`src/rtl/lct_pkg.sv`:
```
package lct_pkg;

   typedef struct packed {
      logic cap;
      logic shf;
      logic upd;
   } lct_op_t;

   function automatic lct_op_t lct_qualify(input logic sel,
                                           input logic cap,
                                           input logic shf,
                                           input logic upd);
      lct_op_t o;
      o.cap = sel & cap;
      o.shf = sel & shf;
      o.upd = sel & upd;
      return o;
   endfunction

endpackage

```
`src/rtl/lct_vec_stage.sv`:
```
module lct_vec_stage #(
   parameter int VEC_W = 13
) (
   input  logic             clk,
   input  logic             rst_n,
   input  logic             tdi_i,
   input  logic             shift_i,
   input  logic             update_i,
   output logic             ser_o,
   output logic [VEC_W-1:0] vec_o
);

   logic [VEC_W-1:0] sh_q;
   logic [VEC_W-1:0] upd_q;

   always_ff @(posedge clk or negedge rst_n) begin
      if (!rst_n) begin
         sh_q <= '0;
      end else if (shift_i) begin
         sh_q <= {tdi_i, sh_q[VEC_W-1:1]};
      end
   end

   always_ff @(posedge clk or negedge rst_n) begin
      if (!rst_n) begin
         upd_q <= '0;
      end else if (update_i) begin
         upd_q <= sh_q;
      end
   end

   assign ser_o = sh_q[0];
   assign vec_o = upd_q;

   // serial input lands in the top bit
   p_shift_entry_r2: assert property (@(posedge clk) disable iff (!rst_n)
      shift_i |=> sh_q[VEC_W-1] == $past(tdi_i));

   // shift part is frozen on any non-shift clock
   p_hold_idle_r9: assert property (@(posedge clk) disable iff (!rst_n)
      !shift_i |=> $stable(sh_q));

   // applied vector moves only on update
   p_apply_only_update_r3: assert property (@(posedge clk) disable iff (!rst_n)
      !update_i |=> $stable(upd_q));

   // update copies the pre-edge shift content
   p_update_copy_r7: assert property (@(posedge clk) disable iff (!rst_n)
      update_i |=> upd_q == $past(sh_q));

endmodule

```
`src/rtl/lct_slice_model.sv`:
```
module lct_slice_model #(
   parameter int VEC_W = 13,
   parameter int OUT_W = 6
) (
   input  logic [VEC_W-1:0] vec_i,
   output logic [OUT_W-1:0] out_o
);

   function automatic logic [VEC_W-1:0] fold_mask(input int k);
      logic [VEC_W-1:0] m;
      for (int i = 0; i < VEC_W; i++) begin
         m[i] = ((i % OUT_W) == k);
      end
      return m;
   endfunction

   for (genvar k = 0; k < OUT_W; k++) begin : g_out
      localparam logic [VEC_W-1:0] MASK = fold_mask(k);
      assign out_o[k] = ^(vec_i & MASK);
   end

endmodule

```
`src/rtl/lct_resp_chain.sv`:
```
module lct_resp_chain #(
   parameter int RSP_W = 12
) (
   input  logic             clk,
   input  logic             rst_n,
   input  logic             ser_i,
   input  logic             shift_i,
   input  logic             capture_i,
   input  logic [RSP_W-1:0] cap_data_i,
   output logic             tdo_o
);

   logic [RSP_W-1:0] rsp_q;

   always_ff @(posedge clk or negedge rst_n) begin
      if (!rst_n) begin
         rsp_q <= '0;
      end else if (capture_i) begin
         rsp_q <= cap_data_i;
      end else if (shift_i) begin
         rsp_q <= {ser_i, rsp_q[RSP_W-1:1]};
      end
   end

   assign tdo_o = rsp_q[0];

   // capture loads the parallel slice outputs
   p_capture_load_r5: assert property (@(posedge clk) disable iff (!rst_n)
      capture_i |=> rsp_q == $past(cap_data_i));

   // capture wins over shift in the same clock
   p_cap_over_shift_r6: assert property (@(posedge clk) disable iff (!rst_n)
      (capture_i && shift_i) |=> tdo_o == $past(cap_data_i[0]));

   // a pure shift feeds the top response bit from the vector stage
   p_shift_chain_r2: assert property (@(posedge clk) disable iff (!rst_n)
      (shift_i && !capture_i) |=> rsp_q[RSP_W-1] == $past(ser_i));

endmodule

```
`src/rtl/lct_cell_test_reg.sv`:
```
module lct_cell_test_reg #(
   parameter int VEC_W   = 13,
   parameter int OUT_W   = 6,
   parameter int N_SLICE = 2
) (
   input  logic             clk,
   input  logic             rst_n,
   input  logic             sel_i,
   input  logic             capture_i,
   input  logic             shift_i,
   input  logic             update_i,
   input  logic             tdi,
   output logic             tdo,
   output logic [VEC_W-1:0] vec_o
);

   localparam int RSP_W = N_SLICE * OUT_W;

   if (VEC_W < 2) begin : g_bad_vec
      $error("lct_cell_test_reg: VEC_W must be at least 2");
   end
   if (OUT_W < 1 || OUT_W > VEC_W) begin : g_bad_out
      $error("lct_cell_test_reg: OUT_W must lie in 1..VEC_W");
   end
   if (N_SLICE < 1 || RSP_W < 2) begin : g_bad_slice
      $error("lct_cell_test_reg: response stage needs at least 2 bits");
   end

   lct_pkg::lct_op_t op;
   logic             vec_ser;
   logic [RSP_W-1:0] cap_data;

   assign op = lct_pkg::lct_qualify(sel_i, capture_i, shift_i, update_i);

   lct_vec_stage #(.VEC_W(VEC_W)) u_vec (
      .clk      (clk),
      .rst_n    (rst_n),
      .tdi_i    (tdi),
      .shift_i  (op.shf),
      .update_i (op.upd),
      .ser_o    (vec_ser),
      .vec_o    (vec_o)
   );

   for (genvar s = 0; s < N_SLICE; s++) begin : g_slice
      lct_slice_model #(.VEC_W(VEC_W), .OUT_W(OUT_W)) u_slice (
         .vec_i (vec_o),
         .out_o (cap_data[s*OUT_W +: OUT_W])
      );
   end

   lct_resp_chain #(.RSP_W(RSP_W)) u_rsp (
      .clk        (clk),
      .rst_n      (rst_n),
      .ser_i      (vec_ser),
      .shift_i    (op.shf),
      .capture_i  (op.cap),
      .cap_data_i (cap_data),
      .tdo_o      (tdo)
   );

   // a deselected register keeps its visible state
   p_sel_gate_r8: assert property (@(posedge clk) disable iff (!rst_n)
      !sel_i |=> ($stable(tdo) && $stable(vec_o)));

   // outputs are cleared while reset is held
   always_comb begin
      if (!rst_n) begin
         p_reset_clear_r1: assert (vec_o == '0 && tdo == 1'b0);
      end
   end

endmodule

```
`config.mk`:
```
export PLATFORM = sky130hd
export DESIGN_NAME = lct_cell_test_reg
export DESIGN_NICKNAME = d
export VERILOG_FILES = /design/src/rtl/lct_pkg.sv /design/src/rtl/lct_vec_stage.sv /design/src/rtl/lct_slice_model.sv /design/src/rtl/lct_resp_chain.sv /design/src/rtl/lct_cell_test_reg.sv
export SDC_FILE = /design/constraint.sdc
export NUM_CORES = 1
export LEC_CHECK = 0
export BUFFER_PORTS_ARGS = -buffer_cell sky130_fd_sc_hd__buf_2
export CAP_MARGIN = 15
export CORE_ASPECT_RATIO = 0.6
export CORE_UTILIZATION = 54
export CTS_CLUSTER_DIAMETER = 200
export DETAILED_ROUTE_END_ITERATION = 10
export PLACE_DENSITY = 0.75
export SLEW_MARGIN = 20
export SYNTH_ARGS = -nofsm -noshare
export SYNTH_HDL_FRONTEND = slang
export SYNTH_SLANG_ARGS = --single-unit
```
`constraint.sdc`:
```
create_clock -name clk -period 1.5 [get_ports clk]
set_clock_uncertainty 0.2 [all_clocks]
set_input_delay 0 -clock clk [delete_from_list [all_inputs] [get_ports clk]]
set_output_delay 0 -clock clk [all_outputs]
set_load 0.05 [all_outputs]
```
==> impl_metrics.ini, run 1 <==
[clocking]
tritoncts = done
max-clock-path-buffers = 2
clock_tree.root_cell = sky130_fd_sc_hd__clkbuf_8
numCtsBuffers = 5
clkSinkCount = 38
post-cts-setup-buffers = 0
htree_levels = 2
clock_insertion_delay_worst_skew_ns = 0.28
clk_pin_slew_ns = 0.07

[placement]
detailed_place.area_sq_um = 1740
pre_cts_ws_ns = 0.223
dp.final_hpwl_mm = 2.20
io_buf_count = 20
globalplace.congestion = 0.782

[yosys]
yosys_register_bits = 38
synth.yosys.seq_area_share = 0.600
synth_area_per_cell_sq_um = 10.8
synth.cell_area_sq_um = 1590
synth_cells = 147
yosysWarningCount = 0
yosys.cell_types.count = 22
synth_fp_nets = 154

[critical_path]
critPathLaunchType = input port
crit_path_end_kind = register
critPathKind = in2reg
critPathSlowestCell = sky130_fd_sc_hd__dlygate4sd3_1
cpPeakStageDelay_ns = 0.53
crit-reg2reg-launch = u_vec.vec_o[6]
cpLargestDelayFamily = buffers and inverters
critical_path_at_ns = 1.39
worstPathBufferInverterCount = 2
crit_path_start = sel_i
critPathMaxFanout = 13
critical_path.cell_chain = dlygate4sd3_1 -> buf_2 -> nand2_2 -> mux2_2
required_ns = 1.47

[timing]
hold_violations = 0
timing.fmax_mhz = 703
max_slew_vio_count = 0
worstMarginPinSlew_ns = 0.359
rsz0062_at_grt = false
shortest_clock_period_the_worst_path_allows_after_layout_ns = 1.42
hold_ws_ns = 0.120
finalCritPeriodShare = 0.949
postLayoutSetupSlackWorst_ns = 0.0768
setup_viol_count_final = 0
slew-limit-headroom = 0.760
setup_total_negative_slack_ns = 0

[power_and_ir_drop]
power.clock.fraction = 0.231
power_report.internal_total_mw = 1.95
totalPowerFinal_mw = 3.04
peakVddDrop_mv = 0.909
power_switching_mw = 1.09
p_sw_frac = 0.359
power_density_nw_per_um2 = 1600
pwr-share-comb = 0.289
share_seq_of_total_power = 0.481
cellLeakagePower_nw = 1.00

[global_routing]
gr-total-overflow = 0
grt_antenna_before_repair = 0
grt_first_pass_wirelength_mm = 5.19
first_global_vias = 1101
largest_net_degree_at_the_start_of_global_routing = 20
grt_util_all_layers = 0.233

[floorplanning]
i_o_pin_cnt = 21
core_region_sq_um = 2650
die_height_um = 44.0
die-width_um = 72.0
die-area_sq_um = 3160
std_cell_rows = 14
start_util = 0.599

[drt]
total_number_of_vias = 1135
post_drt_wl_per_cell_um = 14.2
post-route-drc-count = 0
detail_route.wirelength_mm = 3.14
ant_nets = 0
detail_route.first_pass.iterations = 4
initialDrtViolationCount = 58
route.detailed.vias_per_inst = 5.14

[layout]
number_of_diodes_added_for_antenna_fixing = 0
nets = 187
post-route-cell-area_sq_um = 1900
flow.area_growth_from_synthesis_pct = 20.0
share_of_post_route_cells_with_drive_strength_above_1 = 0.287
num-fill-cells = 205

[job]
maxCapViolCount = 0

[min_path]
hold_start = update_i
worst_hold_path_type = in2reg

[status]
outcome = completed
final cells by class:
| class | count | area, sq um | area share |
|---|---|---|---|
| multi-input cells | 101 | 588 | 0.309 |
| flip-flops and latches | 38 | 953 | 0.501 |
| inverters | 1 | 3.75 | 0.00197 |
| clock inverters | 1 | 5.00 | 0.00263 |
| well taps | 40 | 50.0 | 0.0263 |
| repair buffers | 33 | 215 | 0.113 |
| clock buffers | 7 | 86.3 | 0.0454 |
state kept, by name (all words and copies together) (netlist names):
name and cells:
u_rsp.rsp_q 12, u_vec.sh_q 13, u_vec.vec_o 13
final timing paths:
check | endpoint | slack (ns) | depth (start not counted)
worst max-delay path | u_vec.vec_o[9] | 0.08 | 4
worst min-delay path | u_vec.vec_o[5] | 0.12 | 3
worst max register to register | u_rsp.rsp_q[0] | 0.22 | 3
worst min register to register | u_vec.sh_q[6] | 0.30 | 2
max in group asynchronous | u_rsp.rsp_q[2] | 0.15 | 4
min in group asynchronous | u_rsp.rsp_q[1] | 0.50 | 3
kinds of logic (layout without fill, tap and decap cells):
kind of cell | count (synthesis) | after routing | synth area share
buffers and inverters | 8 | 42 | 0.0331
XOR/XNOR | 6 | 6 | 0.0426
flip-flops | 38 | 38 | 0.600
AO/OA/AOI/OAI | 12 | 12 | 0.0497
multiplexers | 15 | 15 | 0.105
AND/OR/NAND/NOR | 68 | 68 | 0.170
metal layers:
layer / GRT usage / up-vias / part of all wire
li1: - / 553 / -
met1: 0.321 / 554 / 0.48
met2: 0.358 / 26 / 0.47
met3: 0.0767 / 2 / 0.043
met4: 0.0706 / 0 / 0.0035
met5: 0 / - / 0
worst reg2reg max path: cells and delay by family (launching register included):
family	cells	cell delay, ns
flip-flops	1	0.41
XOR/XNOR	1	0.35
AND/OR/NAND/NOR	2	0.20
placed cells by master (no fill, tap or decap), types with 2 or more instances in the layout:
| cell type | instances |
|---|---|
| sky130_fd_sc_hd__dfrtp_1 | 36 |
| sky130_fd_sc_hd__nand2_1 | 55 |
| sky130_fd_sc_hd__buf_4 | 7 |
| sky130_fd_sc_hd__mux2i_1 | 2 |
| sky130_fd_sc_hd__nor2_1 | 7 |
| sky130_fd_sc_hd__dlygate4sd3_1 | 6 |
| sky130_fd_sc_hd__dfrtp_2 | 2 |
| sky130_fd_sc_hd__nand2_2 | 3 |
| sky130_fd_sc_hd__a31oi_1 | 8 |
| sky130_fd_sc_hd__xor2_1 | 4 |
| sky130_fd_sc_hd__o22ai_1 | 2 |
| sky130_fd_sc_hd__clkbuf_8 | 6 |
| sky130_fd_sc_hd__mux2_2 | 12 |
| sky130_fd_sc_hd__buf_2 | 19 |
timing repair:
| item | in CTS | in global routing |
|---|---|---|
| endpoints found under the hold margin | 42 | 0 |
| hold buffers | 6 | 0 |
| endpoints found under the setup margin | 0 | 37 |
| resized for setup | 0 | 4 |
through the flow:
stage / util / std cells
after floorplan: - / 147
after global placement: 0.658 / 207
after detailed placement: 0.658 / 207
after CTS: 0.716 / 221
after global routing: 0.719 / 221
final: 0.719 / 221
synthesized netlist by cell type (all sizes together):
cell    instances  share of area
nor2            7          0.017
nand2          58           0.14
o22ai           2         0.0079
a31oi           8          0.032
nand4b          1         0.0055
o21a            1         0.0047
nand3b          1         0.0047
o221ai          1         0.0055
mux2i           2          0.013
dfrtp          38           0.60
clkbuf          1         0.0024
inv             1         0.0024
mux2           13          0.092
xor2            4          0.022
xnor2           1         0.0055
xor3            1          0.015
and2            1         0.0039
buf             6          0.028
power by group through the flow:
| stage | clock (mW) | sequential (mW) | combinational [mW] |
|---|---|---|---|
| after floorplan | 0 | 1.75 | 0.344 |
| after global placement | 0 | 1.46 | 0.846 |
| after detailed placement | 0 | 1.48 | 0.864 |
| after CTS | 0.722 | 1.46 | 0.881 |
| after global routing | 0.762 | 1.49 | 0.951 |
| final | 0.701 | 1.46 | 0.876 |
(Power assumes the default switching activity.)
==> inputs of run 2 (changes only) <==
- SYNTH_HIERARCHICAL: not set -> 1
==> run 2 against run 1 <==
- area after synthesis grew 10%
- design area increased by 5.7%
- wire length up 3.9%
- largest cell class unchanged
- largest power group unchanged
==> impl_metrics.ini, run 2 <==
[drt]
post-route-drc-count = 0
ant_nets = 0
route.detailed.vias_per_inst = 5.33
post_drt_wl_per_cell_um = 17.0
initialDrtViolationCount = 36
total_number_of_vias = 1018
detail_route.first_pass.iterations = 4
detail_route.wirelength_mm = 3.26

[status]
outcome = completed

[yosys]
ys_top_cells_by_area = sky130_fd_sc_hd__dfrtp_1 54%, sky130_fd_sc_hd__mux2_4 17%, sky130_fd_sc_hd__mux2i_1 6.9%
synth_fp_nets = 127
synth.cell_area_sq_um = 1750
synth.yosys.seq_area_share = 0.545
synth_cells = 120
synthDominantCellAreaShare = 0.545
adder_and_majority_gate_portion_of_the_synthesized_area = 0
post_synth_and_or_nand_nor_area_fraction = 0.0366
synth_top_family_by_area = multiplexers
compound_gate_fraction_of_synth_area = 0.0366
synth_top_cells_by_count = 38 x sky130_fd_sc_hd__dfrtp_1, 20 x sky130_fd_sc_hd__mux2_4, 12 x sky130_fd_sc_hd__mux2i_1, 12 x sky130_fd_sc_hd__nand2_1, 10 x sky130_fd_sc_hd__xor2_1
cell_type_contributing_the_most_total_cell_area_after_synthesis = sky130_fd_sc_hd__dfrtp_1
synth_area_per_cell_sq_um = 14.5
yosysWarningCount = 6
synthMuxAreaShare = 0.280
synth_top_flop_cell = sky130_fd_sc_hd__dfrtp_1
synth_most_common_cell = sky130_fd_sc_hd__dfrtp_1
post_synthesis_share_of_cell_area_spent_on_xor_and_xnor_gates = 0.0774
yosys.cell_types.count = 13
yosys_register_bits = 38
post_synth_edffs = 0
asyncSetResetFlopFracSynth = 1.00

[timing]
setup_viol_count_final = 0
timing.fmax_mhz = 745
hold_violations = 0
worstMarginPinSlew_ns = 0.740
max_slew_vio_count = 0
shortest_clock_period_the_worst_path_allows_after_layout_ns = 1.34
setup_total_negative_slack_ns = 0
hold_ws_ns = 0.184
rsz0062_at_grt = false
slew-limit-headroom = 0.507
finalCritPeriodShare = 0.894
postLayoutSetupSlackWorst_ns = 0.159

[global_routing]
use_met2 = 0.348
largest_net_degree_at_the_start_of_global_routing = 26
grt_first_pass_wirelength_mm = 5.32
grt_antenna_before_repair = 0
grt.busiest_layer = met2
met3_usage = 0.0664
gr-total-overflow = 0
grt_util_all_layers = 0.223
global_route_met1_usage = 0.292
first_global_vias = 1089

[critical_path]
required_ns = 1.79
worstRegToRegCells = 3
rrSetupSlack_ns = 0.18
crit_path_end_kind = async pin
rr_endpoint = u_rsp/rsp_q[0]
critical_path_at_ns = 1.63
critPathLaunchType = input port
critPathMaxFanout = 18
crit-reg2reg-launch = u_vec/vec_o[6]
critPathKind = in2async

[layout]
share_of_post_route_cells_with_drive_strength_above_1 = 0.403
top_library_cells_by_usage_in_the_layout_fill_and_taps_aside = 36 x sky130_fd_sc_hd__dfrtp_1, 20 x sky130_fd_sc_hd__mux2_4, 19 x sky130_fd_sc_hd__buf_2, 12 x sky130_fd_sc_hd__mux2i_1, 12 x sky130_fd_sc_hd__nand2_1
number_of_diodes_added_for_antenna_fixing = 0
layout.cells.most_common = sky130_fd_sc_hd__dfrtp_1
finalCoreUtilization = 0.678
nets = 156
post-route-cell-area_sq_um = 2010
flow.area_growth_from_synthesis_pct = 15.2
finalNonFillerCells = 191

[clocking]
tritoncts = done
numCtsBuffers = 5
max-clock-path-buffers = 2
post-cts-setup-buffers = 0
clkSinkCount = 38
htree_levels = 2
clock_tree.root_cell = sky130_fd_sc_hd__clkbuf_8
clk_pin_slew_ns = 0.07
clock_insertion_delay_worst_skew_ns = 0.29

[placement]
globalplace.congestion = 0.746
io_buf_count = 20
dp.final_hpwl_mm = 2.22
pre_cts_ws_ns = 0.214
detailed_place.area_sq_um = 1900
dp.cells = 181

[floorplanning]
start_util = 0.589
die_height_um = 46.0
die-area_sq_um = 3470
i_o_pin_cnt = 21
std_cell_rows = 15
die-width_um = 75.4
core_region_sq_um = 2970

[power_and_ir_drop]
peakVddDrop_mv = 1.23
power_density_nw_per_um2 = 2230
totalPowerFinal_mw = 4.48
cellLeakagePower_nw = 0.966

[job]
maxCapViolCount = 0

[min_path]
min_delay_worst_endpoint = u_vec/vec_o[3]
worst_hold_path_type = in2reg
hold_start = update_i
min_delay_path_depth = 4
run 2: logic make-up (layout without fill, tap and decap cells):
logic type	Yosys count	count (layout)
flip-flops	38	38
buffers and inverters	5	34
AO/OA/AOI/OAI	12	12
XOR/XNOR	12	12
multiplexers	38	38
AND/OR/NAND/NOR	15	15
run 2: layout make-up:
type                    instances  area [sq um]
multi-input cells              77           751
clock buffers                   5          68.8
well taps                      42          52.6
flip-flops and latches         38           953
clock inverters                 2          10.0
fillers                       230           955
repair buffers                 27           175
run 2: worst max-delay path by stage:
stage	from	end	slack [ns]	depth (start not counted)
floorplan	u_vec/vec_o[6]	u_rsp/rsp_q[6]	0.1	3
global placement	u_vec/vec_o[0]	u_rsp/rsp_q[6]	0.25	3
detailed placement	sel_i	u_rsp/rsp_q[11]	0.21	3
CTS	rst_n	u_vec/vec_o[12]	0.04	4
global route	rst_n	u_vec/vec_o[12]	0.06	4
finish	rst_n	u_vec/sh_q[10]	0.16	4
run 2: timing repair:
item                       4_1_cts  5_1_grt
hold endpoints to repair        39        0
resized for setup                0        1
setup endpoints to repair        0       13
hold buffers                     3        0
run 2: worst max-delay path: stages:
cell and delay (ns):
sky130_fd_sc_hd__dlygate4sd3_1 0.52, sky130_fd_sc_hd__dlygate4sd3_1 0.54, sky130_fd_sc_hd__clkbuf_4 0.29, sky130_fd_sc_hd__buf_4 0.27
run 2: layer usage:
metal | share of wire | vias up
li1 | - | 470
met1 | 0.49 | 525
met2 | 0.47 | 18
met3 | 0.035 | 5
met4 | 0.0095 | 0
met5 | 0 | -
run 2: report_power, final:
part	leakage [nW]	switching, mW	internal (mW)	total, mW
Sequential	0.466	0.471	1.49	1.96
Clock	0.0438	0.347	0.312	0.659
Combinational	0.457	1.02	0.839	1.86
==> inputs of run 3 (changes only) <==
- SETUP_SLACK_MARGIN: not set -> 0.02
- clock period: 1.5 -> 1.7 ns (I/O delays scaled with it)
==> run 3 against run 2 <==
- first-iteration DRC count shrank 53%
- final cell count shrank 0.52%
- critical path depth shrank 1
- non-clock buffer count shrank 1
- via count shrank 5.0%
- die area is the same
- wire length shrank 10%
- sequential share of layout area grew 0.29 points
- clock power shrank 13%
- highest routed layer unchanged
- worst hold slack lost 0.14 ns
==> impl_metrics.ini, run 3 (synthesis results as in run 2) <==
[status]
outcome = completed

[critical_path]
crit-reg2reg-launch = u_vec/vec_o[6]
required_ns = 1.67
critical_path.cell_chain = xor3_1 -> nand2_1 -> o21ai_1
worstPathBufferInverterCount = 0
critical_path_at_ns = 1.27
critPathKind = reg2reg
critPathMaxFanout = 4
critPathSlowestCell = sky130_fd_sc_hd__xor3_1
rrSetupSlack_ns = 0.39
worstRegToRegCells = 3
crit_path_end_kind = register
cpPeakStageDelay_ns = 0.42
rr_endpoint = u_rsp/rsp_q[6]
cpLargestDelayFamily = XOR/XNOR gates
critPathLaunchType = register

[drt]
detail_route.first_pass.iterations = 4
total_number_of_vias = 967
initialDrtViolationCount = 17
detail_route.wirelength_mm = 2.93
ant_nets = 0
post-route-drc-count = 0
route.detailed.vias_per_inst = 5.09
post_drt_wl_per_cell_um = 15.4

[clocking]
htree_levels = 2
clk_pin_slew_ns = 0.07
numCtsBuffers = 5
cts_repair_resize_count = 0
max-clock-path-buffers = 2
clock_tree.root_cell = sky130_fd_sc_hd__clkbuf_8
clkSinkCount = 38
clock_insertion_delay_worst_skew_ns = 0.29
tritoncts = done

[global_routing]
grt_first_pass_wirelength_mm = 4.69
grt_util_all_layers = 0.203
grt.busiest_layer = met2
global_route_met1_usage = 0.271
gr-total-overflow = 0
grt_antenna_before_repair = 0
use_met2 = 0.293
first_global_vias = 926
largest_net_degree_at_the_start_of_global_routing = 39
met3_usage = 0.0730

[floorplanning]
start_util = 0.589
die_height_um = 46.0
core_region_sq_um = 2970
i_o_pin_cnt = 21
die-area_sq_um = 3470
std_cell_rows = 15
die-width_um = 75.4

[timing]
hold_violations = 0
slew-limit-headroom = 0.692
rsz0062_at_grt = false
shortest_clock_period_the_worst_path_allows_after_layout_ns = 1.31
worstMarginPinSlew_ns = 0.462
timing.fmax_mhz = 765
setup_viol_count_final = 0
hold_ws_ns = 0.0419
setup_total_negative_slack_ns = 0
finalCritPeriodShare = 0.769
max_slew_vio_count = 0

[layout]
number_of_diodes_added_for_antenna_fixing = 0
layout.cells.most_common = sky130_fd_sc_hd__dfrtp_1
flow.area_growth_from_synthesis_pct = 14.2
top_library_cells_by_usage_in_the_layout_fill_and_taps_aside = 38 x sky130_fd_sc_hd__dfrtp_1, 20 x sky130_fd_sc_hd__buf_2, 20 x sky130_fd_sc_hd__mux2_4, 12 x sky130_fd_sc_hd__mux2i_1, 12 x sky130_fd_sc_hd__nand2_1
finalNonFillerCells = 190
share_of_post_route_cells_with_drive_strength_above_1 = 0.378
nets = 155
num-fill-cells = 224
post-route-cell-area_sq_um = 1990

[placement]
detailed_place.area_sq_um = 1900
io_buf_count = 20
globalplace.congestion = 0.759
dp.cells = 181

[job]
maxCapViolCount = 0

[power_and_ir_drop]
power.clock.fraction = 0.147
peakVddDrop_mv = 1.05
power_switching_mw = 1.57
power_report.internal_total_mw = 2.33
pwr-share-comb = 0.416
power_density_nw_per_um2 = 1960
p_sw_frac = 0.403
share_seq_of_total_power = 0.437
totalPowerFinal_mw = 3.90
cellLeakagePower_nw = 0.959

[min_path]
min_delay_worst_endpoint = u_rsp/rsp_q[1]
worst_hold_path_type = in2reg
hold_start = capture_i
min_delay_path_depth = 4
[run 3: changes by cell type in the layout (fill, tap and decap cells not counted), sizes merged]
cell         delta
clkbuf          +1
dlygate4sd3     -1
clkinv          -2
buf             +1
[run 3: layout make-up]
cell class,count,area [sq um],area share
Clock buffer,7,76.3,0.0383
Multi-Input combinational cell,77,751,0.377
Sequential cell,38,951,0.477
Tap cell,42,52.6,0.0264
Timing Repair Buffer,26,163,0.0816
[run 3: power by group through the flow]
stage / registers (mW) / clock network [mW] / logic, mW
5_1_grt: 1.77 / 0.620 / 1.74
2_1_floorplan: 2.13 / 0 / 0.816
4_1_cts: 1.71 / 0.590 / 1.63
6_report: 1.71 / 0.573 / 1.62
3_3_place_gp: 1.69 / 0 / 1.59
3_5_place_dp: 1.73 / 0 / 1.62
[run 3: worst max path at each step]
stage / startpoint / slack, ns / to / cells past startpoint
floorplan: u_vec/vec_o[6] / 0.13 / u_rsp/rsp_q[6] / 3
global placement: u_vec/vec_o[6] / 0.49 / u_rsp/rsp_q[0] / 3
detailed placement: u_vec/vec_o[6] / 0.42 / u_rsp/rsp_q[6] / 3
CTS: u_vec/vec_o[6] / 0.39 / u_rsp/rsp_q[6] / 3
global route: u_vec/vec_o[6] / 0.35 / u_rsp/rsp_q[6] / 3
finish: u_vec/vec_o[6] / 0.39 / u_rsp/rsp_q[6] / 3
[run 3: metal layers]
layer / share of wire / vias up
met5: 0 / -
li1: - / 468
met2: 0.43 / 24
met4: 0.014 / 0
met1: 0.51 / 469
met3: 0.048 / 6
[run 3: timing repair]
action                    in CTS  in global routing
hold buffers                   2                  0
hold endpoints to repair      39                  0
buffers inserted               0                  0
[run 3: worst reg2reg max path: cells and delay by family, from the launching register on]
family | cells | cell delay, ns
flops | 1 | 0.39
simple gates | 1 | 0.09
xor+xnor | 1 | 0.42
compound gates | 1 | 0.08
[run 3: per-stage QoR]
step / setup WS (ns) / util
after floorplan: 0.135 / -
after global placement: 0.493 / 0.640
after detailed placement: 0.419 / 0.640
after CTS: 0.391 / 0.672
after global routing: 0.349 / 0.672
final: 0.393 / 0.672
